--- config.mk ---
export PLATFORM = sky130hd
export DESIGN_NAME = nand_seq_top
export DESIGN_NICKNAME = d
export VERILOG_FILES = /design/src/rtl/nand_seq_pkg.sv /design/src/rtl/nand_ctrl_regs.sv /design/src/rtl/nand_cycle_engine.sv /design/src/rtl/nand_seq_top.sv
export SDC_FILE = /design/constraint.sdc
export NUM_CORES = 1
export LEC_CHECK = 0
export BUFFER_PORTS_ARGS = -buffer_cell sky130_fd_sc_hd__buf_4
export CAP_MARGIN = 20
export CORE_MARGIN = 5
export CORE_UTILIZATION = 59
export CTS_BUF_LIST = sky130_fd_sc_hd__clkbuf_16
export DETAILED_ROUTE_END_ITERATION = 8
export GPL_TIMING_DRIVEN = 0
export PLACE_DENSITY = 0.86
export SLEW_MARGIN = 15
export SYNTH_ARGS = -nofsm -noshare
export SYNTH_HDL_FRONTEND = slang
export SYNTH_SLANG_ARGS = --single-unit
export TNS_END_PERCENT = 10
--- constraint.sdc ---
create_clock -name clk -period 3.63 [get_ports clk]
set_input_delay 0.726 -clock clk [delete_from_list [all_inputs] [get_ports clk]]
set_output_delay 0.726 -clock clk [all_outputs]
set_load 0.02 [all_outputs]
--- src/rtl/nand_seq_pkg.sv ---
// Package: shared types and register indices for the NAND cycle sequencer.
// Assumes registers sit on 32-bit aligned byte addresses.
package nand_seq_pkg;
    localparam int unsigned TIME_W = 3;

    typedef enum logic [1:0] {
        PH_IDLE,
        PH_SETUP,
        PH_PULSE,
        PH_HOLD
    } phase_e;

    typedef enum logic [1:0] {
        LAT_NONE,
        LAT_CMD,
        LAT_ADDR
    } latch_e;

    localparam int unsigned REG_CFG = 0;
    localparam int unsigned REG_CTL = 1;
    localparam int unsigned REG_CMD = 2;
    localparam int unsigned REG_ADR = 3;
    localparam int unsigned REG_DAT = 4;
    localparam int unsigned REG_STA = 5;
endpackage

--- src/rtl/nand_ctrl_regs.sv ---
// Module: timing/control registers, ECC clear pulse and ready/busy synchroniser.
// Assumes the caller only raises the write strobes while no flash cycle runs.
module nand_ctrl_regs
    import nand_seq_pkg::*;
#(
    parameter int unsigned SYNC_STAGES = 2
) (
    input  logic              clk,
    input  logic              rst_n,
    input  logic              wr_cfg_i,
    input  logic [TIME_W-1:0] cfg_setup_i,
    input  logic [TIME_W-1:0] cfg_pulse_i,
    input  logic [TIME_W-1:0] cfg_hold_i,
    input  logic              wr_ctl_i,
    input  logic              ctl_en_i,
    input  logic              ctl_nce_i,
    input  logic              ctl_ecc_i,
    input  logic              rb_i,
    output logic [TIME_W-1:0] t_setup_o,
    output logic [TIME_W-1:0] t_pulse_o,
    output logic [TIME_W-1:0] t_hold_o,
    output logic              en_o,
    output logic              nce_o,
    output logic              ecc_clr_o,
    output logic              ready_o
);
    logic [SYNC_STAGES-1:0] rb_sync;

    // Timing fields: reset to the slowest setting.
    always_ff @(posedge clk) begin
        if (!rst_n) begin
            t_setup_o <= '1;
            t_pulse_o <= '1;
            t_hold_o  <= '1;
        end else if (wr_cfg_i) begin
            t_setup_o <= cfg_setup_i;
            t_pulse_o <= cfg_pulse_i;
            t_hold_o  <= cfg_hold_i;
        end
    end

    // Control bits: enable, chip enable level, and self-clearing ECC clear.
    always_ff @(posedge clk) begin
        if (!rst_n) begin
            en_o      <= 1'b0;
            nce_o     <= 1'b1;
            ecc_clr_o <= 1'b0;
        end else begin
            ecc_clr_o <= wr_ctl_i && ctl_ecc_i;
            if (wr_ctl_i) begin
                en_o  <= ctl_en_i;
                nce_o <= ctl_nce_i;
            end
        end
    end

    // Ready/busy synchroniser chain.
    generate
        if (SYNC_STAGES > 1) begin : g_chain
            always_ff @(posedge clk) begin
                if (!rst_n) rb_sync <= '0;
                else        rb_sync <= {rb_sync[SYNC_STAGES-2:0], rb_i};
            end
        end else begin : g_single
            always_ff @(posedge clk) begin
                if (!rst_n) rb_sync <= '0;
                else        rb_sync <= rb_i;
            end
        end
    endgenerate

    assign ready_o = rb_sync[SYNC_STAGES-1];
endmodule

--- src/rtl/nand_cycle_engine.sv ---
// Module: runs one or more byte cycles, each in setup, strobe and hold phases.
// Assumes timing inputs stay steady while busy_o is high; start_i is only
// honoured while idle. Read data is sampled on the last strobe clock.
module nand_cycle_engine
    import nand_seq_pkg::*;
#(
    parameter int unsigned FLASH_W = 8,
    parameter int unsigned LANES   = 4,
    localparam int unsigned IDX_W  = (LANES > 1) ? $clog2(LANES) : 1,
    localparam int unsigned WORD_W = FLASH_W * LANES
) (
    input  logic              clk,
    input  logic              rst_n,
    input  logic              start_i,
    input  logic              write_i,
    input  latch_e            latch_i,
    input  logic [IDX_W-1:0]  last_idx_i,
    input  logic [WORD_W-1:0] wdata_i,
    input  logic [TIME_W-1:0] t_setup_i,
    input  logic [TIME_W-1:0] t_pulse_i,
    input  logic [TIME_W-1:0] t_hold_i,
    input  logic [FLASH_W-1:0] dq_in_i,
    output logic              busy_o,
    output logic              last_o,
    output logic              cle_o,
    output logic              ale_o,
    output logic              nwe_o,
    output logic              nre_o,
    output logic [FLASH_W-1:0] dq_out_o,
    output logic              dq_oe_o,
    output logic [WORD_W-1:0] rdata_o
);
    phase_e             phase;
    logic [TIME_W-1:0]  cnt;
    logic [IDX_W-1:0]   idx;
    logic [IDX_W-1:0]   last_idx;
    logic               wr_q;
    latch_e             lat_q;
    logic [WORD_W-1:0]  wbuf;
    logic [FLASH_W-1:0] lane_w [LANES];
    logic [TIME_W:0]    low_run;

    // Split the write buffer into byte lanes.
    genvar g;
    generate
        for (g = 0; g < LANES; g++) begin : g_lane
            assign lane_w[g] = wbuf[g*FLASH_W +: FLASH_W];
        end
    endgenerate

    // Phase sequencer: counts each phase down from its field value.
    always_ff @(posedge clk) begin
        if (!rst_n) begin
            phase    <= PH_IDLE;
            cnt      <= '0;
            idx      <= '0;
            last_idx <= '0;
            wr_q     <= 1'b1;
            lat_q    <= LAT_NONE;
            wbuf     <= '0;
            rdata_o  <= '0;
        end else begin
            case (phase)
                PH_IDLE: if (start_i) begin
                    phase    <= PH_SETUP;
                    cnt      <= t_setup_i;
                    idx      <= '0;
                    last_idx <= last_idx_i;
                    wr_q     <= write_i;
                    lat_q    <= latch_i;
                    wbuf     <= wdata_i;
                    if (!write_i) rdata_o <= '0;
                end
                PH_SETUP: begin
                    if (cnt == '0) begin
                        phase <= PH_PULSE;
                        cnt   <= t_pulse_i;
                    end else cnt <= cnt - 1'b1;
                end
                PH_PULSE: begin
                    if (cnt == '0) begin
                        phase <= PH_HOLD;
                        cnt   <= t_hold_i;
                        if (!wr_q) rdata_o[idx*FLASH_W +: FLASH_W] <= dq_in_i;
                    end else cnt <= cnt - 1'b1;
                end
                default: begin
                    if (cnt == '0) begin
                        if (idx == last_idx) phase <= PH_IDLE;
                        else begin
                            idx   <= idx + 1'b1;
                            phase <= PH_SETUP;
                            cnt   <= t_setup_i;
                        end
                    end else cnt <= cnt - 1'b1;
                end
            endcase
        end
    end

    // Pin drive derived from the current phase.
    always_comb begin
        busy_o   = (phase != PH_IDLE);
        last_o   = (phase == PH_HOLD) && (cnt == '0) && (idx == last_idx);
        cle_o    = busy_o && (lat_q == LAT_CMD);
        ale_o    = busy_o && (lat_q == LAT_ADDR);
        nwe_o    = !((phase == PH_PULSE) && wr_q);
        nre_o    = !((phase == PH_PULSE) && !wr_q);
        dq_oe_o  = busy_o && wr_q;
        dq_out_o = lane_w[idx];
    end

    // Strobe run length, for the strobe-width check.
    always_ff @(posedge clk) begin
        if (!rst_n)                 low_run <= '0;
        else if (phase == PH_PULSE) low_run <= low_run + 1'b1;
        else                        low_run <= '0;
    end


    nwe_nre_excl_chk: assert property (@(posedge clk) disable iff (!rst_n)
        !(!nwe_o && !nre_o));

    cle_ale_excl_chk: assert property (@(posedge clk) disable iff (!rst_n)
        !(cle_o && ale_o));

    pulse_len_chk: assert property (@(posedge clk) disable iff (!rst_n)
        (phase == PH_PULSE && cnt == '0) |-> (low_run == {1'b0, t_pulse_i}));

    dq_steady_chk: assert property (@(posedge clk) disable iff (!rst_n)
        (!nwe_o && $past(!nwe_o)) |-> ($stable(dq_out_o) && $stable(cle_o) && $stable(ale_o)));
endmodule

--- src/rtl/nand_seq_top.sv ---
// Module: bus decode and handshake for the NAND cycle sequencer.
// Assumes bus_req stays high with steady fields until bus_rdy is seen.
// Misaligned addresses read zero and are otherwise ignored.
module nand_seq_top
    import nand_seq_pkg::*;
#(
    parameter int unsigned ADDR_W  = 5,
    parameter int unsigned DATA_W  = 32,
    parameter int unsigned FLASH_W = 8,
    localparam int unsigned LANES  = DATA_W / FLASH_W,
    localparam int unsigned IDX_W  = (LANES > 1) ? $clog2(LANES) : 1,
    localparam int unsigned REG_W  = ADDR_W - 2
) (
    input  logic               clk,
    input  logic               rst_n,
    input  logic               bus_req,
    input  logic               bus_we,
    input  logic               bus_word,
    input  logic [ADDR_W-1:0]  bus_addr,
    input  logic [DATA_W-1:0]  bus_wdata,
    output logic [DATA_W-1:0]  bus_rdata,
    output logic               bus_rdy,
    output logic               nand_nce,
    output logic               nand_cle,
    output logic               nand_ale,
    output logic               nand_nwe,
    output logic               nand_nre,
    output logic [FLASH_W-1:0] nand_dq_o,
    output logic               nand_dq_oe,
    input  logic [FLASH_W-1:0] nand_dq_i,
    input  logic               nand_rb,
    output logic               ecc_clr
);
    localparam logic [IDX_W-1:0] LAST_LANE = IDX_W'(LANES - 1);

    logic [REG_W-1:0]  reg_idx;
    logic              addr_ok, hit_cfg, hit_ctl, hit_cmd, hit_adr, hit_dat, hit_sta;
    logic              is_flash, dat_rd, eng_start, eng_busy, eng_last;
    logic              rd_active, rd_done;
    logic [TIME_W-1:0] t_setup, t_pulse, t_hold;
    logic              ctl_en, ready;
    latch_e            lat_sel;
    logic [DATA_W-1:0] eng_rdata, dat_word;

    // Register decode.
    always_comb begin
        reg_idx  = bus_addr[ADDR_W-1:2];
        addr_ok  = (bus_addr[1:0] == 2'b00);
        hit_cfg  = addr_ok && (reg_idx == REG_W'(REG_CFG));
        hit_ctl  = addr_ok && (reg_idx == REG_W'(REG_CTL));
        hit_cmd  = addr_ok && (reg_idx == REG_W'(REG_CMD));
        hit_adr  = addr_ok && (reg_idx == REG_W'(REG_ADR));
        hit_dat  = addr_ok && (reg_idx == REG_W'(REG_DAT));
        hit_sta  = addr_ok && (reg_idx == REG_W'(REG_STA));
        is_flash = hit_cmd || hit_adr || hit_dat;
        dat_rd   = bus_req && !bus_we && hit_dat;
        lat_sel  = hit_cmd ? LAT_CMD : (hit_adr ? LAT_ADDR : LAT_NONE);
    end

    // Handshake: stall all accesses while busy; data reads wait for their bytes.
    always_comb begin
        bus_rdy   = bus_req && !eng_busy && !(dat_rd && ctl_en && !rd_done);
        eng_start = bus_req && !eng_busy && ctl_en &&
                    ((bus_we && is_flash) || (dat_rd && !rd_done));
    end

    // Read completion tracking.
    always_ff @(posedge clk) begin
        if (!rst_n) begin
            rd_active <= 1'b0;
            rd_done   <= 1'b0;
        end else begin
            if (eng_start && !bus_we)        rd_active <= 1'b1;
            else if (eng_last)               rd_active <= 1'b0;
            if (bus_rdy)                     rd_done   <= 1'b0;
            else if (eng_last && rd_active)  rd_done   <= 1'b1;
        end
    end

    // Read data multiplexer.
    always_comb begin
        dat_word = bus_word ? eng_rdata : {{(DATA_W-FLASH_W){1'b0}}, eng_rdata[FLASH_W-1:0]};
        bus_rdata = '0;
        if (hit_cfg)      bus_rdata[14:4] = {t_setup, 1'b0, t_pulse, 1'b0, t_hold};
        else if (hit_ctl) bus_rdata[1:0]  = {nand_nce, ctl_en};
        else if (hit_sta) bus_rdata[0]    = ready;
        else if (hit_dat && ctl_en) bus_rdata = dat_word;
    end

    nand_ctrl_regs u_regs (
        .clk        (clk),
        .rst_n      (rst_n),
        .wr_cfg_i   (bus_rdy && bus_we && hit_cfg),
        .cfg_setup_i(bus_wdata[14:12]),
        .cfg_pulse_i(bus_wdata[10:8]),
        .cfg_hold_i (bus_wdata[6:4]),
        .wr_ctl_i   (bus_rdy && bus_we && hit_ctl),
        .ctl_en_i   (bus_wdata[0]),
        .ctl_nce_i  (bus_wdata[1]),
        .ctl_ecc_i  (bus_wdata[4]),
        .rb_i       (nand_rb),
        .t_setup_o  (t_setup),
        .t_pulse_o  (t_pulse),
        .t_hold_o   (t_hold),
        .en_o       (ctl_en),
        .nce_o      (nand_nce),
        .ecc_clr_o  (ecc_clr),
        .ready_o    (ready)
    );

    nand_cycle_engine #(.FLASH_W(FLASH_W), .LANES(LANES)) u_engine (
        .clk       (clk),
        .rst_n     (rst_n),
        .start_i   (eng_start),
        .write_i   (bus_we),
        .latch_i   (lat_sel),
        .last_idx_i((hit_dat && bus_word) ? LAST_LANE : '0),
        .wdata_i   (bus_wdata),
        .t_setup_i (t_setup),
        .t_pulse_i (t_pulse),
        .t_hold_i  (t_hold),
        .dq_in_i   (nand_dq_i),
        .busy_o    (eng_busy),
        .last_o    (eng_last),
        .cle_o     (nand_cle),
        .ale_o     (nand_ale),
        .nwe_o     (nand_nwe),
        .nre_o     (nand_nre),
        .dq_out_o  (nand_dq_o),
        .dq_oe_o   (nand_dq_oe),
        .rdata_o   (eng_rdata)
    );


    stall_chk: assert property (@(posedge clk) disable iff (!rst_n)
        eng_busy |-> !bus_rdy);

    idle_pins_chk: assert property (@(posedge clk) disable iff (!rst_n)
        !ctl_en |-> (nand_nwe && nand_nre));

    nce_steady_chk: assert property (@(posedge clk) disable iff (!rst_n)
        (eng_busy && $past(eng_busy)) |-> $stable(nand_nce));
endmodule

Word level (Yosys, flattened, before mapping)
Cells that the tools add are included.

word-level totals
  register bits = 92
  input bits = 51
  output and inout bits = 48
  word-level logic and storage cells = 139

cells by class
  add/sub/neg operators = 3
  $lt $le $gt $ge = 1
  equal/unequal tests = 18
  shift operators = 2
  multiplexer cells = 39
  bitwise logic cells = 3
  reduce and logical (&&, ||, !) cells = 56

operators by type and width
  cell                       count
  $mux W32                   6
  $pmux W32 S2               1
  $neg A5 Y34                1
  $shift A8 B34 Y32 const A  1
  $shiftx A8 B34 Y32         1
  $bwmux W32                 1
  $logic_and A1 B1 Y1        31
  $mux W31                   1
  $mux W30                   1
  $mux W2                    11
  $mux W17                   1
  $bmux W8 S2                1
  $mux W8                    2
  $mux W3                    5
  $mux W11                   1
  $pmux W3 S3                1
  $ne A2 B2 Y1 const B       4
  $reduce_and A4 Y1          2
  $reduce_bool A2 Y1         4
  $logic_not A1 Y1           7
  $eq A2 B2 Y1 const B       3
  $eq A3 B2 Y1 const B       2
  $eq A3 B3 Y1 const B       2
  $logic_not A3 Y1           2
  other kinds (19)           30

Depth between registers and ports, before layout
  depth in word-level cells = 10
  gate-level depth with buffers = 8
  depth with buffers taken out = 6

Hierarchy
From an unflattened synthesis, not the netlist that was laid out.

unflattened totals
  cell total of the unflattened synthesis = 513
  area total of the unflattened synthesis = 4635.7 um2

modules (own cells, without submodules)
  module             times used  cells each  area each (um2)  sequential area each (um2)
  nand_cycle_engine  1           392         3574.7           1521.5
  nand_seq_top       1           80          591.8            40.0
  nand_ctrl_regs     1           41          469.2            280.3

Worst setup path before layout
Ideal clock, no wire load.

  path kind = input port to output port
  from = in bus_addr[1]
  to = out bus_rdata[10]
  arrival time = 2.022 ns
  data required time = 2.904 ns
  path slack = 0.882 ns
  stages on the path = 3
  buffers on the path = 0
  path through = or3_1 nor3_1 a22o_1

between the ends
  word-level cells in the longest chain between the ends = 7
  elaborated cells between the ends (all ways) = 10
  classes of those cells = mux (4); reduce/logical (6)

RTL lines
  what                  RTL line            text
  start, declared       nand_seq_top.sv:19  input logic [ADDR_W-1:0] bus_addr,
  $logic_not A2 Y1 (*)  nand_seq_top.sv:48  addr_ok = (bus_addr[1:0] == 2'b00);
  $logic_and A1 B1 Y1   nand_seq_top.sv:53  hit_dat = addr_ok && (reg_idx == REG_W'(REG_DAT));
  $logic_and A1 B1 Y1   nand_seq_top.sv:87  else if (hit_dat && ctl_en) bus_rdata = dat_word;
  $mux W32              nand_seq_top.sv:87
  $mux W31              nand_seq_top.sv:86  else if (hit_sta) bus_rdata[0] = ready;
  $mux W30              nand_seq_top.sv:85  else if (hit_ctl) bus_rdata[1:0] = {nand_nce, ctl_en};
  $mux W11 (*)          nand_seq_top.sv:84  if (hit_cfg) bus_rdata[14:4] = {t_setup, 1'b0, t_pulse, 1'b0, t_hold};
  end, declared         nand_seq_top.sv:21  output logic [DATA_W-1:0] bus_rdata,

Every way passes the cells marked *; elsewhere a longest branch is shown, timed or not.

Worst setup path after layout
  from = in bus_addr[2]
  to = out bus_rdata[13]

between the ends
  word-level cells in the longest chain between the ends = 7
  elaborated cells between the ends (all ways) = 13
  classes of those cells = eq/ne (3); mux (4); reduce/logical (6)

RTL lines
  what                 RTL line
  $eq A3 B3 Y1         nand_seq_top.sv:53
  $logic_and A1 B1 Y1  nand_seq_top.sv:53
  $logic_and A1 B1 Y1  nand_seq_top.sv:87
  $mux W32             nand_seq_top.sv:87
  $mux W31             nand_seq_top.sv:86
  $mux W30             nand_seq_top.sv:85
  $mux W11 (*)         nand_seq_top.sv:84

Marks and branches as above.

==> out/results.md <==
- **sequential cell area** 1820 um^2
- **setup slack of the critical path after layout** 0.373 ns
- **minimum setup slack after placement** 0.276 ns
- **Unique masters post-synth** 51
- **Reg-to-Reg Start** u_engine.idx[1]
- **number of design rule violations left after detail routing** 0
- **nature of the critical path startpoint** input pin
- **number of instances in the synthesized netlist** 513
- **clock-pin transition on the worst setup and hold timing paths** 0.07 ns
- **initial antenna violation count** 0
- **top_reg_cell synth** sky130_fd_sc_hd__dfxtp_1
- **most congested layer reported by global routing** met2
- **HPWL Detailed** 9670 um
- **CP Data Required Time** 2.90 ns
- **Worst Max-Slew Pin Slew** 0.808 ns
- **class of the tightest hold or removal check** register to register
- **worst hold start** u_regs.rb_sync[0]
- **antenna diode count** 0
- **Placeable Area** 7610 um^2
- **endpoint type of the worst setup path** primary output
- **DRT antenna net count** 0
- **number of buffers added to fix hold violations after cts** 0
- **Worst Hold End** u_regs.rb_sync[1]
- **Final Total Pwr** 0.00203 W
- **area of combinational cells with multiple inputs** 2560 um^2
- **Filler Cell Count** 570
- **static leakage power** 2.19 nW
- **final setup TNS** 0 ns
- **via total after detailed routing** 4289
- **cell-by-cell listing of the critical path** buf_4 > nor3b_4 > and4_1 > clkbuf_1 > clkbuf_1 > a22o_1 > buf_4
- **highest net fanout along the worst path** 10
- **portion of the post-synthesis area used by sequential elements** 40.0%
- **setup repair after global routing missed its margin** false
- **ratio of cells with drive above 1 in the final layout** 21.9%
- **maximum clock path buffer count** 2
- **largest net degree at the start of global routing** 18
- **Die Outline Area** 9580 um^2
- **delay of the slowest critical-path stage** 0.40 ns
- **count of buffer and inverter cells on the critical path** 4
- **number of synthesized flops with an enable pin** 0
- **number of gates given a new drive strength after cts** 0
- **net total in the final layout** 683
- **Die X** 97.9 um
- **slew margin rel.** 46.1%
- **total routing resource utilization after global routing** 27.1%
- **met2 track demand over resource** 44.4%
- **number of detailed-routing iterations run before antenna repair** 5
- **number of port buffers** 97
- **Die Ht** 97.9 um
- **destination of the worst register-to-register timing path** u_engine.rdata_o[28]
- **final hold vios** 0
- **Layout Skew** 0.0111 ns
- **Final GP Congestion** 0.927
- **TritonCTS clock tree** done
- **clock latency on the worst-skew pair** 0.34 ns
- **WL/cell** 18.1 um
- **placed insts** 712
- **average size of a mapped cell** 8.89 um^2
- **instance count along the most critical hold path** 1
- **CTS Root Buffer Type** sky130_fd_sc_hd__clkbuf_16
- **global route total overflow** 0
- **number of placement rows** 32
- **CTS H-Tree Depth** 3
- **Clock Sinks** 91
- **Avg Vias per Cell** 5.88
- **Cell Area, Synth** 4560 um^2
- **Setup Fix Bufs, Post-CTS** 0
- **wirelength, routed** 13200 um
- **grt met1 use** 36.0%
- **met3 Resource Use GR** 4.14%
- **count of cells along the worst register-to-register path** 8
- **Final Non-Filler Cells** 729
- **wire length of the first global-routing pass** 21200 um
- **max capacitance violation total** 0
- **via count of the first global-routing pass** 4203
- **number of storage elements in the synthesis netlist** 91
- **number of clock buffers inserted by TritonCTS** 9
- **Setup-failing EPs final** 0
- **r2r setup slk** 1.00 ns
- **cell class contributing the biggest share of worst-path delay** buffers and inverters
- **WP depth** 7
- **power density over the cells** 356 nW/um^2
- **Peak supply drop** 0.000254 V
- **relative area change from synthesis to final layout** 25.1%
- **Final period util** 89.7%
- **Final Max Slew Viols** 0
- **number of DRC markers in iteration 0** 417
- **Yosys warning count** 0
- **post-synthesis async set-or-reset flop share** 0%
- **worst path arrival time** 2.53 ns
- **Top-Level Pins** 99
- **Slowest-stage cell, CP** sky130_fd_sc_hd__nor3b_4
- **initial core utilization** 59.9%
- **worst setup path category** input pin to primary output
- **outcome** finished clean
- **fmax** 307 MHz
- **syn nets** 574
- **Min Clock Period, post-route** 3.26 ns
[cells by family after synthesis]
logic type	Yosys count	synth area share, %
adders and majority gates	10	2.74
and+or+nand+nor	231	24.2
AOI/OAI and AO/OA	87	16.2
muxes	50	13.2
DFF	91	40.0
buffers and inverters	44	3.76
[cells in the mapped netlist (3+ instances only)]
library cell	count	area, um^2
sky130_fd_sc_hd__nand2_1	133	499
sky130_fd_sc_hd__o22ai_1	8	50.1
sky130_fd_sc_hd__nor2_1	8	30.0
sky130_fd_sc_hd__dfxtp_1	91	1820
sky130_fd_sc_hd__nor3b_1	5	37.5
sky130_fd_sc_hd__a22oi_1	3	22.5
sky130_fd_sc_hd__clkbuf_1	26	97.6
sky130_fd_sc_hd__buf_1	6	22.5
sky130_fd_sc_hd__nor2b_1	4	25.0
sky130_fd_sc_hd__and3_1	4	25.0
sky130_fd_sc_hd__nor3_1	5	25.0
sky130_fd_sc_hd__and2_1	22	138
sky130_fd_sc_hd__mux2i_1	42	420
sky130_fd_sc_hd__buf_2	5	25.0
sky130_fd_sc_hd__nand2b_1	6	37.5
sky130_fd_sc_hd__mux4_2	8	180
sky130_fd_sc_hd__a21boi_0	40	300
sky130_fd_sc_hd__a22o_1	10	87.6
sky130_fd_sc_hd__inv_1	7	26.3
sky130_fd_sc_hd__ha_1	10	125
sky130_fd_sc_hd__a21oi_1	3	15.0
sky130_fd_sc_hd__and4_1	3	26.3
sky130_fd_sc_hd__o21ai_0	3	15.0
sky130_fd_sc_hd__nand3_1	27	135
sky130_fd_sc_hd__a221oi_4	3	78.8
[through the flow]
step	hold WS, ns	utilization [%]	area, um^2
finish	0.447	75.0	5700
global placement	0.423	71.2	5410
floorplan	0.412	-	4560
CTS	0.451	74.9	5700
detailed placement	0.431	71.2	5410
global route	0.463	75.0	5700
[cell type report]
type / count / share of cell area [%]
repair buffers: 98 / 12.9
inverters: 7 / 0.461
clock buffers: 9 / 3.95
plain buffers: 37 / 2.55
flip-flops and latches: 91 / 32.0
clock inverters: 7 / 1.01
well taps: 102 / 2.24
multi-input cells: 378 / 45.0
[layer usage]
metal / vias to the layer above / part of all wire [%]
met4: 0 / 2.3
met5: - / 0
li1: 2008 / -
met1: 2046 / 41
met2: 208 / 49
met3: 27 / 7.6
[power breakdown]
part / leakage (nW) / switching, W / internal, W
registers: 0.734 / 0.00000189 / 0.00100
clock network: 0.134 / 0.000413 / 0.000474
logic: 1.32 / 0.0000762 / 0.0000630
[cells in the final DEF, fill, tap and decap left out, drive strengths merged, types with 3 or more instances in the layout]
cell    instances
nand2         133
buf           108
dfxtp          91
mux2i          42
a21boi         40
clkbuf         36
nand3          27
and2           22
a22o           10
ha             10
inv            10
mux4            8
nor2            8
o22ai           8
nor3b           7
nand2b          6
nor3            5
and3            4
nor2b           4
o21ai           4
a221oi          4
and4            3
a21oi           3
a22oi           3
[sequential cells by signal, summed over array words and instances (netlist names), 3 cells and up]
register          flops
u_engine.rdata_o     32
u_engine.wbuf        32
u_engine.cnt          3
u_regs.t_hold_o       3
u_regs.t_pulse_o      3
u_regs.t_setup_o      3
[worst max path at each step]
stage / startpoint / to / slack (ns)
floorplan: bus_addr[1] / bus_rdata[10] / 0.88
global placement: bus_addr[1] / bus_rdata[4] / 0.28
detailed placement: bus_addr[1] / bus_rdata[4] / 0.28
CTS: bus_addr[1] / bus_rdata[4] / 0.28
global route: bus_addr[2] / bus_rdata[13] / 0.29
finish: bus_addr[2] / bus_rdata[13] / 0.37
(Power assumes the default switching activity.)
